File: src/rtl/qlip_dds_pkg.sv
package qlip_dds_pkg;
    localparam int NTERM    = 3;   // shift-add terms per segment
    localparam int SH_W     = 5;   // shift amount field width
    localparam int TERM_FW  = SH_W + 1; // {sign, shift}
    localparam int BASE_W   = 16;  // segment constant width
    localparam int SH_OFF   = 31;  // shift code that disables a term
    localparam int SUM_W    = BASE_W + 2;
endpackage

File: src/rtl/qlip_phase_acc.sv
module qlip_phase_acc #(
    parameter int ACC_W = 16
) (
    input  logic             clk,
    input  logic             rst,
    input  logic [ACC_W-1:0] fcw,
    output logic [ACC_W-1:0] acc_q
);
    always_ff @(posedge clk) begin
        if (rst) acc_q <= '0;
        else     acc_q <= acc_q + fcw;
    end

    // reset clears the phase
    p_reset_clear_r1: assert property (@(posedge clk) rst |=> (acc_q == '0));

    // phase advances by the tuning word sampled on the previous edge
    p_step_r2: assert property (@(posedge clk) disable iff (rst)
        $past(!rst) |-> (acc_q == ACC_W'($past(acc_q) + $past(fcw))));
endmodule

File: src/rtl/qlip_quadrant_fold.sv
module qlip_quadrant_fold #(
    parameter int ACC_W = 16,
    parameter int PH_W  = 11,
    localparam int XW   = PH_W - 2
) (
    input  logic [ACC_W-1:0] acc_i,
    output logic [XW-1:0]    u_o,
    output logic             neg_o
);
    logic [PH_W-1:0] ph;
    logic [XW-1:0]   x;

    assign ph    = PH_W'(acc_i >> (ACC_W - PH_W));
    assign x     = ph[XW-1:0];
    assign u_o   = ph[PH_W-2] ? ~x : x;
    assign neg_o = ph[PH_W-1] ^ ph[PH_W-2];
endmodule

File: src/rtl/qlip_cond_cmpl.sv
module qlip_cond_cmpl #(
    parameter int W = 8
) (
    input  logic         inv,
    input  logic [W-1:0] din,
    output logic [W-1:0] dout
);
    assign dout = inv ? ~din : din;
endmodule

File: src/rtl/qlip_seg_interp.sv
module qlip_seg_interp
    import qlip_dds_pkg::*;
#(
    parameter int XW     = 9,
    parameter int OUT_W  = 10,
    parameter int SEG_LG = 2,
    parameter int BOUND  = 2,
    parameter logic [(1<<SEG_LG)*BASE_W-1:0]        SEG_BASE = '0,
    parameter logic [(1<<SEG_LG)*NTERM*TERM_FW-1:0] TERM_CFG = '0
) (
    input  logic [XW-1:0]      u_i,
    output logic [OUT_W-2:0]   mag_o
);
    localparam int SW = SUM_W;
    localparam logic [SW-1:0] MAXM = SW'((1 << (OUT_W-1)) - 1);

    logic [SEG_LG-1:0] seg;
    logic [2*XW-1:0]   prod;
    logic [XW-1:0]     sq;
    logic [XW-1:0]     opnd;
    logic [BASE_W-1:0] base;
    logic [SW-1:0]     term [NTERM];
    logic [SW-1:0]     total;

    assign seg  = u_i[XW-1 -: SEG_LG];
    assign prod = {{XW{1'b0}}, u_i} * {{XW{1'b0}}, u_i};
    assign sq   = XW'(prod >> XW);
    assign opnd = (int'(seg) < BOUND) ? sq : u_i;
    assign base = SEG_BASE[int'(seg)*BASE_W +: BASE_W];

    for (genvar j = 0; j < NTERM; j++) begin : g_term
        logic [TERM_FW-1:0] cfg;
        logic [SW-1:0]      shifted;
        assign cfg     = TERM_CFG[(int'(seg)*NTERM + j)*TERM_FW +: TERM_FW];
        assign shifted = (cfg[SH_W-1:0] == SH_W'(SH_OFF)) ? '0
                       : ({{(SW-XW){1'b0}}, opnd} >> cfg[SH_W-1:0]);
        qlip_cond_cmpl #(.W(SW)) u_cmpl (
            .inv  (cfg[TERM_FW-1]),
            .din  (shifted),
            .dout (term[j])
        );
    end

    always_comb begin
        total = {{(SW-BASE_W){base[BASE_W-1]}}, base};
        for (int j = 0; j < NTERM; j++) total = total + term[j];
    end

    always_comb begin
        if (total[SW-1])        mag_o = '0;
        else if (total > MAXM)  mag_o = MAXM[OUT_W-2:0];
        else                    mag_o = total[OUT_W-2:0];
    end
endmodule

File: src/rtl/qlip_out_pipe.sv
module qlip_out_pipe #(
    parameter int W      = 10,
    parameter int STAGES = 3
) (
    input  logic         clk,
    input  logic         rst,
    input  logic [W-1:0] din,
    output logic [W-1:0] dout
);
    logic [W-1:0] stg [STAGES];

    always_ff @(posedge clk) begin
        if (rst) begin
            for (int k = 0; k < STAGES; k++) stg[k] <= '0;
        end else begin
            stg[0] <= din;
            for (int k = 1; k < STAGES; k++) stg[k] <= stg[k-1];
        end
    end

    assign dout = stg[STAGES-1];

    for (genvar k = 1; k < STAGES; k++) begin : g_chk
        // each stage holds what the previous stage held one clock earlier
        p_pipe_shift_r9: assert property (@(posedge clk) disable iff (rst)
            $past(!rst) |-> (stg[k] == $past(stg[k-1])));
    end
endmodule

File: src/rtl/qlip_dds_core.sv
module qlip_dds_core
    import qlip_dds_pkg::*;
#(
    parameter int ACC_W  = 16,
    parameter int PH_W   = 11,
    parameter int OUT_W  = 10,
    parameter int SEG_LG = 2,
    parameter int BOUND  = 2,
    parameter int PIPE   = 3,
    parameter logic [(1<<SEG_LG)*BASE_W-1:0] SEG_BASE =
        {16'd780, 16'd696, 16'd513, 16'd514},
    parameter logic [(1<<SEG_LG)*NTERM*TERM_FW-1:0] TERM_CFG =
        {6'h25, 6'h21, 6'h20,
         6'h25, 6'h22, 6'h20,
         6'h1F, 6'h22, 6'h20,
         6'h1F, 6'h22, 6'h20}
) (
    input  logic             clk,
    input  logic             rst,
    input  logic [ACC_W-1:0] fcw,
    output logic [OUT_W-1:0] wave
);
    localparam int XW = PH_W - 2;

    logic [ACC_W-1:0] acc_q;
    logic [XW-1:0]    u;
    logic             neg;
    logic [OUT_W-2:0] mag;
    logic [OUT_W-1:0] fmt;

    qlip_phase_acc #(.ACC_W(ACC_W)) u_acc (
        .clk (clk), .rst (rst), .fcw (fcw), .acc_q (acc_q)
    );

    qlip_quadrant_fold #(.ACC_W(ACC_W), .PH_W(PH_W)) u_fold (
        .acc_i (acc_q), .u_o (u), .neg_o (neg)
    );

    qlip_seg_interp #(
        .XW(XW), .OUT_W(OUT_W), .SEG_LG(SEG_LG), .BOUND(BOUND),
        .SEG_BASE(SEG_BASE), .TERM_CFG(TERM_CFG)
    ) u_interp (
        .u_i (u), .mag_o (mag)
    );

    qlip_cond_cmpl #(.W(OUT_W)) u_format (
        .inv (neg), .din ({1'b0, mag}), .dout (fmt)
    );

    qlip_out_pipe #(.W(OUT_W), .STAGES(PIPE)) u_pipe (
        .clk (clk), .rst (rst), .din (fmt), .dout (wave)
    );

    // sign of the formatted sample follows the quadrant decode
    always_comb begin
        p_sign_r4: assert (fmt[OUT_W-1] == neg);
    end
endmodule

File: config.mk
export PLATFORM = sky130hd
export DESIGN_NAME = qlip_dds_core
export DESIGN_NICKNAME = d
export VERILOG_FILES = /design/src/rtl/qlip_dds_pkg.sv /design/src/rtl/qlip_phase_acc.sv /design/src/rtl/qlip_quadrant_fold.sv /design/src/rtl/qlip_cond_cmpl.sv /design/src/rtl/qlip_seg_interp.sv /design/src/rtl/qlip_out_pipe.sv /design/src/rtl/qlip_dds_core.sv
export SDC_FILE = /design/constraint.sdc
export NUM_CORES = 1
export LEC_CHECK = 0
export ABC_AREA = 1
export ABC_CLOCK_PERIOD_IN_PS = 8500
export CAP_MARGIN = 10
export CELL_PAD_IN_SITES_DETAIL_PLACEMENT = 0
export CELL_PAD_IN_SITES_GLOBAL_PLACEMENT = 1
export CORE_MARGIN = 1.5
export CORE_UTILIZATION = 41
export DETAILED_ROUTE_END_ITERATION = 7
export GPL_ROUTABILITY_DRIVEN = 0
export PLACE_DENSITY = 0.76
export SKIP_CTS_REPAIR_TIMING = 1
export SLEW_MARGIN = 20
export SYNTH_ARGS = -nofsm -noshare
export SYNTH_HDL_FRONTEND = slang
export SYNTH_SLANG_ARGS = --single-unit
File: constraint.sdc
create_clock -name clk -period 8.5 [get_ports clk]
set_input_delay 0.85 -clock clk [delete_from_list [all_inputs] [get_ports clk]]
set_output_delay 0.85 -clock clk [all_outputs]
set_load 0.005 [all_outputs]
==> out/metrics.csv <==
stage,metric,value,unit
status,status,completed,
cts,CTS tree,built,
cts,Sink Count,46,
detailed_routing,vias,5865,
placement,PortBufs,27,
timing,final hold slack,400,ps
grt,Overflow after GRT,0,
grt,GRT Total Usage,0.191,
cts,Clock Latency Late Sink,290,ps
timing,Fmax achieved,0.125,GHz
synthesis,commonest cells in the netlist,"nand2_1, inv_1, nor2_1",
die,height of the die,129,microns
die,row count,45,
flow_run,maxcap violations,0,
synthesis,yosys warns,0,
die,die area,16600,sq um
synthesis,syn avg cell area,6.73,sq um
cts,total CTS buffers,5,
cts,clock slew at reported path FFs,60,ps
timing,clk_skew,4.40,ps
synthesis,Area contributors post-synth,"fa_1, dfxtp_1, ha_1, nand2_1, inv_1",
timing,Final period util,0.941,
detailed_routing,vias per std cell,4.82,
placement,area post-placement,7030,sq um
placement,DP Wirelength,12700,microns
synthesis,"Distinct cells, synth",43,
synthesis,share of the synthesized area in the top cell type,0.148,
detailed_routing,routed len/inst,12.8,microns
grt,met3 Use GR,0.0141,
synthesis,Post-Syn Area,6480,sq um
critical_path,cell repeated most along the worst path,nand2_1,
critical_path,"slowest stage cell, crit path",fa_2,
cts,CTS Buffer Depth,2,
grt,initial antenna violation count,0,
final_layout,Nets,1140,
synthesis,Syn Inst Count,963,
grt,first-pass GRT wire length,25900,microns
timing,Fin. Hold Viols,0,
detailed_routing,TritonRoute pass-1 iters,5,
timing,worst slew pin tran,959,ps
synthesis,ys flop type,dfxtp_1,
critical_path,Slowest Stage Delay on Critical Path,560,ps
synthesis,number of synthesized register bits,46,
timing,Worst slew margin,0.358,
die,Initial Util,0.423,
timing,Final min period,8000,ps
synthesis,Post-synth EDFFs,0,
synthesis,Synth area leader,fa_1,
synthesis,"count leader, synth",nand2_1,
die,Die Span X,129,microns
die,io pins,28,
worst_hold_path,type of the worst min-delay path,register to register,
critical_path,CP Class,register to register,
critical_path,CP Max Fanout,7,
final_layout,Syn-to-layout area delta,17.8,%
grt,GR Util met1,0.274,
grt,number of global-route vias before repair,5525,
cts,Root Buffer,clkbuf_16,
final_layout,fin area,7630,sq um
die,Core ar.,15300,sq um
synthesis,register area share after synthesis,0.142,
detailed_routing,WL final,15500,microns
grt,GRT busiest layer,met2,
critical_path,Worst EP required,8680,ps
grt,largest net degree at the start of global routing,28,
final_layout,FILL cells,1583,
grt,GR Util met2,0.316,
detailed_routing,Final ANT Viol Nets,0,
final_layout,layout cells sized above 1,0.149,
timing,Finish-stage setup viols,0,
timing,"Slew Viols, Final",0,
synthesis,ys async rst share,0,
synthesis,Synth Net Count,1099,
critical_path,Critical Path AT,8180,ps
detailed_routing,DR iter-0 viols,326,
detailed_routing,# DRC,0,
critical_path,critical path endpoint category,register,
final_layout,number of diodes,0,
critical_path,R2R setup slack,500,ps
cts,H-tree levels,2,
critical_path,CP startpoint kind,register,
timing,setup TNS,0,ps
[flip-flops by register name, indices dropped and copies added, names as in the netlist]
register and count:
u_acc.acc_q 16, u_pipe.stg 30
[per-stage QoR]
| stage | util | cells | worst slack [ps] |
|---|---|---|---|
| final | 0.498 | 1216 | 502 |
| after global routing | 0.498 | 1216 | -51.5 |
| after CTS | 0.468 | 1206 | -34.0 |
| after detailed placement | 0.459 | 1198 | -9.19 |
| after global placement | 0.459 | 1198 | 30.4 |
| after floorplan | - | 963 | 505 |
[placed cells by master (no fill, tap or decap), drive strengths merged, types with 4 or more instances in the layout]
cell | Yosys | final
clkdlybuf4s50 | 0 | 27
xnor2 | 8 | 8
inv | 198 | 198
buf | 17 | 33
nor3 | 5 | 5
a31oi | 6 | 6
dfxtp | 46 | 46
ha | 70 | 70
fa | 48 | 48
nand2 | 198 | 198
a21o | 4 | 4
a21oi | 66 | 66
xor2 | 22 | 22
nor2 | 110 | 110
clkbuf | 9 | 6
o21ai | 50 | 50
nand3 | 81 | 81
[worst max-delay path, delay by kind of cell, from the launching register on]
family / cells / cell delay (ps)
compound gates: 5 / 640
fa+ha+maj: 9 / 3880
buf+inv: 10 / 750
flops: 1 / 430
simple gates: 23 / 2160
[cell type report]
class	instances	area [sq um]	area share
inverter	199	752	0.0986
sequential	46	925	0.121
tap	211	264	0.0346
timing repair buffer	60	537	0.0704
clock buffer	6	129	0.0169
multi-input combinational	692	5010	0.657
clock inverter	2	13.8	0.00180
[layer usage]
layer / vias up / routed length (microns) / part of all wire
met3: 5 / 520 / 0.034
li1: 3085 / - / -
met4: 0 / 95 / 0.0061
met5: - / 0 / 0
met2: 111 / 7130 / 0.46
met1: 2664 / 7770 / 0.50
[logic make-up after synthesis]
group                      Yosys count  synth area share
AOI/OAI and AO/OA                  141             0.123
and+or+nand+nor                    403             0.271
DFF                                 46             0.142
adders and majority gates          118             0.284
buffers and inverters              225             0.140
xor gates and xnor gates            30            0.0406
[path summary, 6_finish.rpt]
kind / start / endpoint / cells after the start
worst max register to register: u_acc.acc_q[14] / u_pipe.stg[0][3] / 47
worst min register to register: u_pipe.stg[0][14] / u_pipe.stg[0][24] / 2
worst min-delay path: u_pipe.stg[0][14] / u_pipe.stg[0][24] / 2
worst max-delay path: u_acc.acc_q[14] / u_pipe.stg[0][3] / 47
Power is left out: the tool's default activity adds up to more than one toggle a clock period on the data nets, which glitch-free logic cannot reach.
